File: src/rtl/cop_ctrl_pkg.sv
package cop_ctrl_pkg;
  localparam int OFF_W   = 12;
  localparam int NUM_ERR = 6;

  localparam logic [OFF_W-1:0] OFF_CTRL  = 12'h000;
  localparam logic [OFF_W-1:0] OFF_ERR   = 12'h004;
  localparam logic [OFF_W-1:0] OFF_PB_LO = 12'h008;
  localparam logic [OFF_W-1:0] OFF_PB_HI = 12'h00C;
  localparam logic [OFF_W-1:0] OFF_PMASK = 12'h010;
  localparam logic [OFF_W-1:0] OFF_ROP   = 12'h014;
  localparam logic [OFF_W-1:0] OFF_DIAG  = 12'h01C;
  localparam logic [OFF_W-1:0] OFF_ID    = 12'h028;
  localparam logic [OFF_W-1:0] OFF_SRST  = 12'h030;

  // control word bit positions
  localparam int B_IE     = 7;
  localparam int B_PB     = 10;
  localparam int B_WROTE  = 11;
  localparam int B_GO     = 12;
  localparam int B_QEMPTY = 14;
  localparam int B_BUSY   = 15;
  localparam int B_BANK0  = 16;

  typedef enum logic [3:0] {
    SEL_NONE, SEL_CTRL, SEL_ERR, SEL_PB_LO, SEL_PB_HI,
    SEL_PMASK, SEL_ROP, SEL_DIAG, SEL_ID, SEL_SRST
  } reg_sel_e;
endpackage

File: src/rtl/cop_reg_dec.sv
module cop_reg_dec
  import cop_ctrl_pkg::*;
#(
  parameter int ADDR_W = 13
) (
  input  logic [ADDR_W-1:0] addr_i,
  input  logic              we_i,
  output reg_sel_e          sel_o,
  output logic              wr_o
);
  localparam int LOW_W = ADDR_W - 1;

  logic [LOW_W-1:0] off;
  logic             mirror;

  assign off    = addr_i[LOW_W-1:0];
  assign mirror = addr_i[ADDR_W-1];

  always_comb begin
    sel_o = SEL_NONE;
    if      (off == LOW_W'(OFF_CTRL))  sel_o = SEL_CTRL;
    else if (off == LOW_W'(OFF_ERR))   sel_o = SEL_ERR;
    else if (off == LOW_W'(OFF_PB_LO)) sel_o = SEL_PB_LO;
    else if (off == LOW_W'(OFF_PB_HI)) sel_o = SEL_PB_HI;
    else if (off == LOW_W'(OFF_PMASK)) sel_o = SEL_PMASK;
    else if (off == LOW_W'(OFF_ROP))   sel_o = SEL_ROP;
    else if (off == LOW_W'(OFF_DIAG))  sel_o = SEL_DIAG;
    else if (off == LOW_W'(OFF_ID))    sel_o = SEL_ID;
    else if (off == LOW_W'(OFF_SRST))  sel_o = SEL_SRST;
  end

  // mirror copy protects the page-bound window
  always_comb begin
    wr_o = we_i && (sel_o != SEL_NONE) && (sel_o != SEL_ID);
    if (mirror && (sel_o == SEL_PB_LO || sel_o == SEL_PB_HI)) wr_o = 1'b0;
  end
endmodule

File: src/rtl/cop_sticky_bits.sv
module cop_sticky_bits #(
  parameter int N = 6
) (
  input  logic         clk_i,
  input  logic         rst_ni,
  input  logic         clr_all_i,
  input  logic [N-1:0] set_i,
  input  logic         w1c_i,
  input  logic [N-1:0] wdata_i,
  output logic [N-1:0] q_o
);
  for (genvar k = 0; k < N; k++) begin : g_bit
    always_ff @(posedge clk_i or negedge rst_ni) begin
      if (!rst_ni)                    q_o[k] <= 1'b0;
      else if (clr_all_i)             q_o[k] <= 1'b0;
      else if (set_i[k])              q_o[k] <= 1'b1;  // set beats clear
      else if (w1c_i && wdata_i[k])   q_o[k] <= 1'b0;
    end
  end
endmodule

File: src/rtl/cop_bank_hit.sv
module cop_bank_hit #(
  parameter int NUM_BANKS     = 4,
  parameter int REGS_PER_BANK = 32,
  localparam int IDX_W = $clog2(NUM_BANKS * REGS_PER_BANK)
) (
  input  logic                 reg_wr_i,
  input  logic [IDX_W-1:0]     idx_i,
  output logic [NUM_BANKS-1:0] hit_o
);
  localparam int SH = $clog2(REGS_PER_BANK);
  localparam int BW = IDX_W - SH;

  logic [BW-1:0] bank;
  logic          unused_idx_lo;

  assign bank          = idx_i[IDX_W-1:SH];
  assign unused_idx_lo = ^idx_i[SH-1:0];

  for (genvar b = 0; b < NUM_BANKS; b++) begin : g_bank
    assign hit_o[b] = reg_wr_i && (bank == BW'(b));
  end
endmodule

File: src/rtl/cop_ctrl_regs.sv
module cop_ctrl_regs
  import cop_ctrl_pkg::*;
#(
  parameter int          ADDR_W        = 13,
  parameter int          NUM_BANKS     = 4,
  parameter int          REGS_PER_BANK = 32,
  parameter logic [1:0]  ARCH_ID       = 2'd1,
  parameter logic [4:0]  CHIP_REV      = 5'd1,
  parameter logic [31:0] DIAG_RST      = 32'h0000_4804,
  localparam int IDX_W = $clog2(NUM_BANKS * REGS_PER_BANK)
) (
  input  logic                clk_i,
  input  logic                rst_ni,
  input  logic                we_i,
  input  logic [ADDR_W-1:0]   addr_i,
  input  logic [31:0]         wdata_i,
  output logic [31:0]         rdata_o,
  input  logic [NUM_ERR-1:0]  err_evt_i,
  input  logic                reg_wr_i,
  input  logic [IDX_W-1:0]    reg_idx_i,
  input  logic                busy_i,
  input  logic                q_empty_i,
  input  logic                mem_wr_i,
  output logic                irq_o,
  output logic                run_o
);
  reg_sel_e sel;
  logic     wr;
  logic     wr_ctrl, wr_err, wr_pb_lo, wr_pb_hi, wr_pmask, wr_rop, wr_diag, wr_srst;

  logic [NUM_ERR-1:0]   err_en_q, err_q;
  logic                 ie_q, pb_en_q, go_q;
  logic [31:0]          pb_lo_q, pb_hi_q, pmask_q, diag_q;
  logic [7:0]           rop_q;
  logic [NUM_BANKS-1:0] bank_hit, bank_q;
  logic [0:0]           wrote_q;

  cop_reg_dec #(.ADDR_W(ADDR_W)) u_dec (
    .addr_i (addr_i),
    .we_i   (we_i),
    .sel_o  (sel),
    .wr_o   (wr)
  );

  assign wr_ctrl  = wr && (sel == SEL_CTRL);
  assign wr_err   = wr && (sel == SEL_ERR);
  assign wr_pb_lo = wr && (sel == SEL_PB_LO);
  assign wr_pb_hi = wr && (sel == SEL_PB_HI);
  assign wr_pmask = wr && (sel == SEL_PMASK);
  assign wr_rop   = wr && (sel == SEL_ROP);
  assign wr_diag  = wr && (sel == SEL_DIAG);
  assign wr_srst  = wr && (sel == SEL_SRST);

  cop_bank_hit #(.NUM_BANKS(NUM_BANKS), .REGS_PER_BANK(REGS_PER_BANK)) u_hit (
    .reg_wr_i (reg_wr_i),
    .idx_i    (reg_idx_i),
    .hit_o    (bank_hit)
  );

  cop_sticky_bits #(.N(NUM_ERR)) u_err (
    .clk_i     (clk_i),
    .rst_ni    (rst_ni),
    .clr_all_i (wr_srst),
    .set_i     (err_evt_i & err_en_q),
    .w1c_i     (wr_err),
    .wdata_i   (wdata_i[NUM_ERR-1:0]),
    .q_o       (err_q)
  );

  cop_sticky_bits #(.N(NUM_BANKS)) u_bank (
    .clk_i     (clk_i),
    .rst_ni    (rst_ni),
    .clr_all_i (wr_srst),
    .set_i     (bank_hit),
    .w1c_i     (wr_ctrl),
    .wdata_i   (wdata_i[B_BANK0 +: NUM_BANKS]),
    .q_o       (bank_q)
  );

  cop_sticky_bits #(.N(1)) u_wrote (
    .clk_i     (clk_i),
    .rst_ni    (rst_ni),
    .clr_all_i (wr_srst),
    .set_i     (mem_wr_i),
    .w1c_i     (wr_ctrl),
    .wdata_i   (wdata_i[B_WROTE]),
    .q_o       (wrote_q)
  );

  always_ff @(posedge clk_i or negedge rst_ni) begin
    if (!rst_ni) begin
      err_en_q <= '0;
      ie_q     <= 1'b0;
      pb_en_q  <= 1'b0;
      go_q     <= 1'b0;
    end else if (wr_srst) begin
      go_q     <= 1'b0;
    end else if (wr_ctrl) begin
      err_en_q <= wdata_i[NUM_ERR-1:0];
      ie_q     <= wdata_i[B_IE];
      pb_en_q  <= wdata_i[B_PB];
      go_q     <= wdata_i[B_GO];
    end
  end

  always_ff @(posedge clk_i or negedge rst_ni) begin
    if (!rst_ni) begin
      pb_lo_q <= '0;
      pb_hi_q <= '0;
      pmask_q <= '0;
      rop_q   <= '0;
    end else begin
      if (wr_pb_lo) pb_lo_q <= wdata_i;
      if (wr_pb_hi) pb_hi_q <= wdata_i;
      if (wr_pmask) pmask_q <= wdata_i;
      if (wr_rop)   rop_q   <= wdata_i[7:0];
    end
  end

  always_ff @(posedge clk_i or negedge rst_ni) begin
    if (!rst_ni)      diag_q <= DIAG_RST;
    else if (wr_srst) diag_q <= DIAG_RST;
    else if (wr_diag) diag_q <= wdata_i;
  end

  assign irq_o = ie_q && (|err_q);
  assign run_o = go_q;

  logic [31:0] ctrl_rd, err_rd, id_rd;

  always_comb begin
    ctrl_rd                        = '0;
    ctrl_rd[NUM_ERR-1:0]           = err_en_q;
    ctrl_rd[B_IE]                  = ie_q;
    ctrl_rd[B_PB]                  = pb_en_q;
    ctrl_rd[B_WROTE]               = wrote_q[0];
    ctrl_rd[B_GO]                  = go_q;
    ctrl_rd[B_QEMPTY]              = q_empty_i;
    ctrl_rd[B_BUSY]                = busy_i;
    ctrl_rd[B_BANK0 +: NUM_BANKS]  = bank_q;

    err_rd                         = '0;
    err_rd[NUM_ERR-1:0]            = err_q;
    err_rd[B_IE]                   = irq_o;

    id_rd                          = '0;
    id_rd[1:0]                     = ARCH_ID;
    id_rd[7:3]                     = CHIP_REV;
  end

  always_comb begin
    case (sel)
      SEL_CTRL:  rdata_o = ctrl_rd;
      SEL_ERR:   rdata_o = err_rd;
      SEL_PB_LO: rdata_o = pb_lo_q;
      SEL_PB_HI: rdata_o = pb_hi_q;
      SEL_PMASK: rdata_o = pmask_q;
      SEL_ROP:   rdata_o = {24'h0, rop_q};
      SEL_DIAG:  rdata_o = diag_q;
      SEL_ID:    rdata_o = id_rd;
      default:   rdata_o = '0;
    endcase
  end
endmodule

File: config.mk
export PLATFORM = sky130hd
export DESIGN_NAME = cop_ctrl_regs
export DESIGN_NICKNAME = d
export VERILOG_FILES = /design/src/rtl/cop_ctrl_pkg.sv /design/src/rtl/cop_reg_dec.sv /design/src/rtl/cop_sticky_bits.sv /design/src/rtl/cop_bank_hit.sv /design/src/rtl/cop_ctrl_regs.sv
export SDC_FILE = /design/constraint.sdc
export NUM_CORES = 1
export LEC_CHECK = 0
export BUFFER_PORTS_ARGS = -buffer_cell sky130_fd_sc_hd__buf_2
export CAP_MARGIN = 20
export CORE_UTILIZATION = 50
export CTS_BUF_LIST = sky130_fd_sc_hd__clkbuf_4 sky130_fd_sc_hd__clkbuf_8
export CTS_CLUSTER_SIZE = 25
export DETAILED_ROUTE_END_ITERATION = 8
export PLACE_DENSITY = 0.71
export SYNTH_ARGS = -nofsm -noshare
export SYNTH_HDL_FRONTEND = slang
export SYNTH_HIERARCHICAL = 1
export SYNTH_SLANG_ARGS = --single-unit
File: constraint.sdc
create_clock -name clk_i -period 3.65 [get_ports clk_i]
set_input_delay 0.73 -clock clk_i [delete_from_list [all_inputs] [get_ports clk_i]]
set_output_delay 0.73 -clock clk_i [all_outputs]
set_load 0.02 [all_outputs]
==> results.txt <==
Iteration-0 DRC Markers: 348
row count: 44
Routed Wire Length: 18200 µm
DP Area: 8400 µm²
Final Skew: 0.000407 ns
Crit path required time: 2.92 ns
Ys Warns: 6
Die H: 125 µm
metal3 WL: 980 µm
vias per cell: 5.92
Power Density: 366 nW/µm²
register clock-pin slew on the reported worst setup and hold paths: 0.08 ns
Die ar.: 15600 µm²
fillers: 1200
total of max-cap violations: 0
Final min period: 3.51 ns
I/O pins: 99
top cell type's share of synthesized area: 50.8%
Worst Path Class, Setup: input pin to output pin
clk_lat worst skew: 0.46 ns
GR Overflow Total: 0
Design Area, Final: 8870 µm²
Cell Area, Synth: 7530 µm²
post-synthesis sequential area ratio: 51.9%
EDFF count, synth: 0
Util after Layout: 60.6%
CTS tree: yes
top layer in use: met4
Initial Utilization: 51.4%
Mapped Nets: 649
Final #Nets: 765
area grow syn2layout: 17.8%
global-route wire length before repair: 29800 µm
via count: 5306
Die X: 125 µm
TritonCTS Buffers: 17
Worst Path Max Fanout: 10
Final Setup Violations: 0
Root Driver: clkbuf_8
vias in the first global route: 5592
failing checks: DRC
arrival time worst endpoint: 2.78 ns
Buffers on Ports: 93
Total GRT Usage: 24.8%
CTS Sinks: 156
Core Area: 14600 µm²
Hold WS: 0.296 ns
Worst Setup Start Kind: input pin
outcome: finished with violations
ys flop type: dfrtp_1
ANT nets after route: 0
Final Hold Fails: 0
worst min path class: input pin to asynchronous set/reset pin
dpl hpwl: 12000 µm
crit end category: output pin
final slew viol count: 0
Routed WL per cell: 20.3 µm
asr flop ratio synth: 100%
Mean Syn Cell Area: 12.9 µm²
largest area contributor in the netlist: dfrtp_1
n_diodes: 0
Setup Total Neg Slack: 0 ns
Mapped Cells: 584
layout cell share with drive strength beyond 1: 42.9%
largest net degree at the start of global routing: 81
cts hold-fix bufs: 0
Max H-tree Level: 4
WL met1: 8040 µm
largest cells by area after synthesis: dfrtp_1 51%, mux2_2 15%, mux2i_1 4.0%
Yosys reg bits: 156
Leak: 0.00423 µW
Slew @ Worst Pin: 0.750 ns
VDD IR-drop max: 0.279 mV
met2 routed wirelength: 8970 µm
RSZ-0062 raised after global routing: true
Yosys cell types: 59
Slew HR: 50.0%
initial antenna violation count: 1
Initial DRT Pass Iterations: 9
clock buffer depth: 2
GP Congestion: 0.809
FMAX: 0.285 GHz
R2R cell count: 3
DRC: 17
Tcrit/Tclk final: 96.3%
==> worst max-delay path: stages <==
cell,delay [ns]
buf_2,0.10
nor4_2,0.28
nand2_2,0.15
buf_4,0.18
nor4_4,0.24
buf_4,0.19
buf_4,0.14
nand3b_1,0.22
buf_4,0.23
o21ai_0,0.14
buf_2,0.18
==> layout by cell type, fill, tap and decap left out, types with 3 or more instances in the layout <==
| cell type | n |
|---|---|
| dfrtp_1 | 153 |
| mux2_2 | 103 |
| buf_2 | 92 |
| buf_4 | 32 |
| mux2i_1 | 30 |
| a22o_1 | 30 |
| a22oi_1 | 24 |
| o21ai_0 | 20 |
| nor2_1 | 20 |
| clkbuf_8 | 19 |
| inv_1 | 18 |
| a21oi_1 | 13 |
| mux2_1 | 11 |
| nand2_1 | 10 |
| a311oi_1 | 10 |
| buf_12 | 9 |
| nand3b_1 | 8 |
| nand2b_1 | 7 |
| and2_1 | 7 |
| mux4_2 | 7 |
| nor2b_1 | 6 |
| nor3_1 | 4 |
| nand3_1 | 4 |
| nor2_2 | 3 |
| a221oi_1 | 3 |
| o22a_1 | 3 |
| nand3_2 | 3 |
| bufinv_16 | 3 |
| inv_6 | 3 |
| dfstp_2 | 3 |
==> power breakdown <==
| part | switching [µW] | internal (µW) | total, µW |
|---|---|---|---|
| Clock | 665 | 740 | 1410 |
| Combinational | 76.1 | 36.7 | 113 |
| Sequential | 0.128 | 1730 | 1730 |
| Total | 741 | 2500 | 3240 |
==> path summary, 6_finish.rpt <==
kind / from / to / slack, ns
hold reg to reg: diag_q[11] / diag_q[11] / 0.47
hold / removal: rst_ni / pb_lo_q[0] / 0.30
setup reg to reg: err_en_q[5] / u_err/q_o[5] / 2.72
max in group asynchronous: rst_ni / diag_q[2] / 2.49
setup / recovery: addr_i[9] / rdata_o[30] / 0.14
min in group clk_i: diag_q[11] / diag_q[11] / 0.47
==> cell usage after synthesis, types with 3 or more instances <==
master / n
a21oi_1: 14
a221oi_1: 3
a22o_1: 30
a22oi_1: 24
a311oi_1: 10
and2_1: 7
buf_2: 11
buf_4: 17
buf_6: 5
clkbuf_1: 3
dfrtp_1: 153
dfstp_2: 3
inv_1: 18
mux2_1: 11
mux2_2: 103
mux2i_1: 30
mux4_2: 7
nand2_1: 10
nand2b_1: 7
nand3_1: 4
nand3_2: 3
nand3b_1: 8
nor2_1: 21
nor2b_1: 8
nor3_1: 6
o21ai_0: 20
o22a_1: 3
==> flip-flops by register name (all words and copies together) (netlist names) <==
| register | cells |
|---|---|
| ie_q | 1 |
| pb_hi_q | 32 |
| pmask_q | 32 |
| pb_en_q | 1 |
| run_o | 1 |
| pb_lo_q | 32 |
| u_wrote/q_o | 1 |
| diag_q | 32 |
| rop_q | 8 |
| u_err/q_o | 6 |
| err_en_q | 6 |
| u_bank/q_o | 4 |
==> kinds of logic (layout without fill, tap and decap cells) <==
family / count (synthesis) / after routing / synth area share (%)
AND/OR/NAND/NOR: 99 / 99 / 8.64
buffers and inverters: 55 / 184 / 4.27
flip-flops: 156 / 156 / 51.9
XOR/XNOR: 2 / 2 / 0.233
AO/OA/AOI/OAI: 121 / 121 / 11.9
multiplexers: 151 / 151 / 23.1
==> stage by stage <==
stage / power (µW) / setup slack, ns / std cells
6_report: 3240 / 0.136 / 897
5_1_grt: 3360 / -0.0134 / 897
4_1_cts: 3270 / 0.00750 / 895
3_5_place_dp: 1880 / -0.0171 / 862
3_3_place_gp: 1870 / -0.0449 / 862
2_1_floorplan: 1780 / 0.0965 / 584
==> timing repair <==
action,4_1_cts,5_1_grt
setup buffers,1,2
endpoints found under the hold margin,0,0
endpoints found under the setup margin,3,18
pin swaps,1,1
resized for setup,0,3
==> metal layers <==
metal	vias up	global-route usage (%)
met5	-	0
met4	0	6.68
met3	18	6.79
met2	145	40.8
met1	2748	32.2
li1	2395	-
==> final cells by class <==
type / instances / area, µm² / share of cell area [%]
Timing Repair Buffer: 134 / 892 / 10.1
Inverter: 18 / 67.6 / 0.761
Clock buffer: 21 / 277 / 3.12
Tap cell: 184 / 230 / 2.59
Multi-Input combinational cell: 373 / 3340 / 37.7
Clock inverter: 11 / 158 / 1.78
Sequential cell: 156 / 3910 / 44.0
No activity file was read; power rests on OpenSTA's default activity.
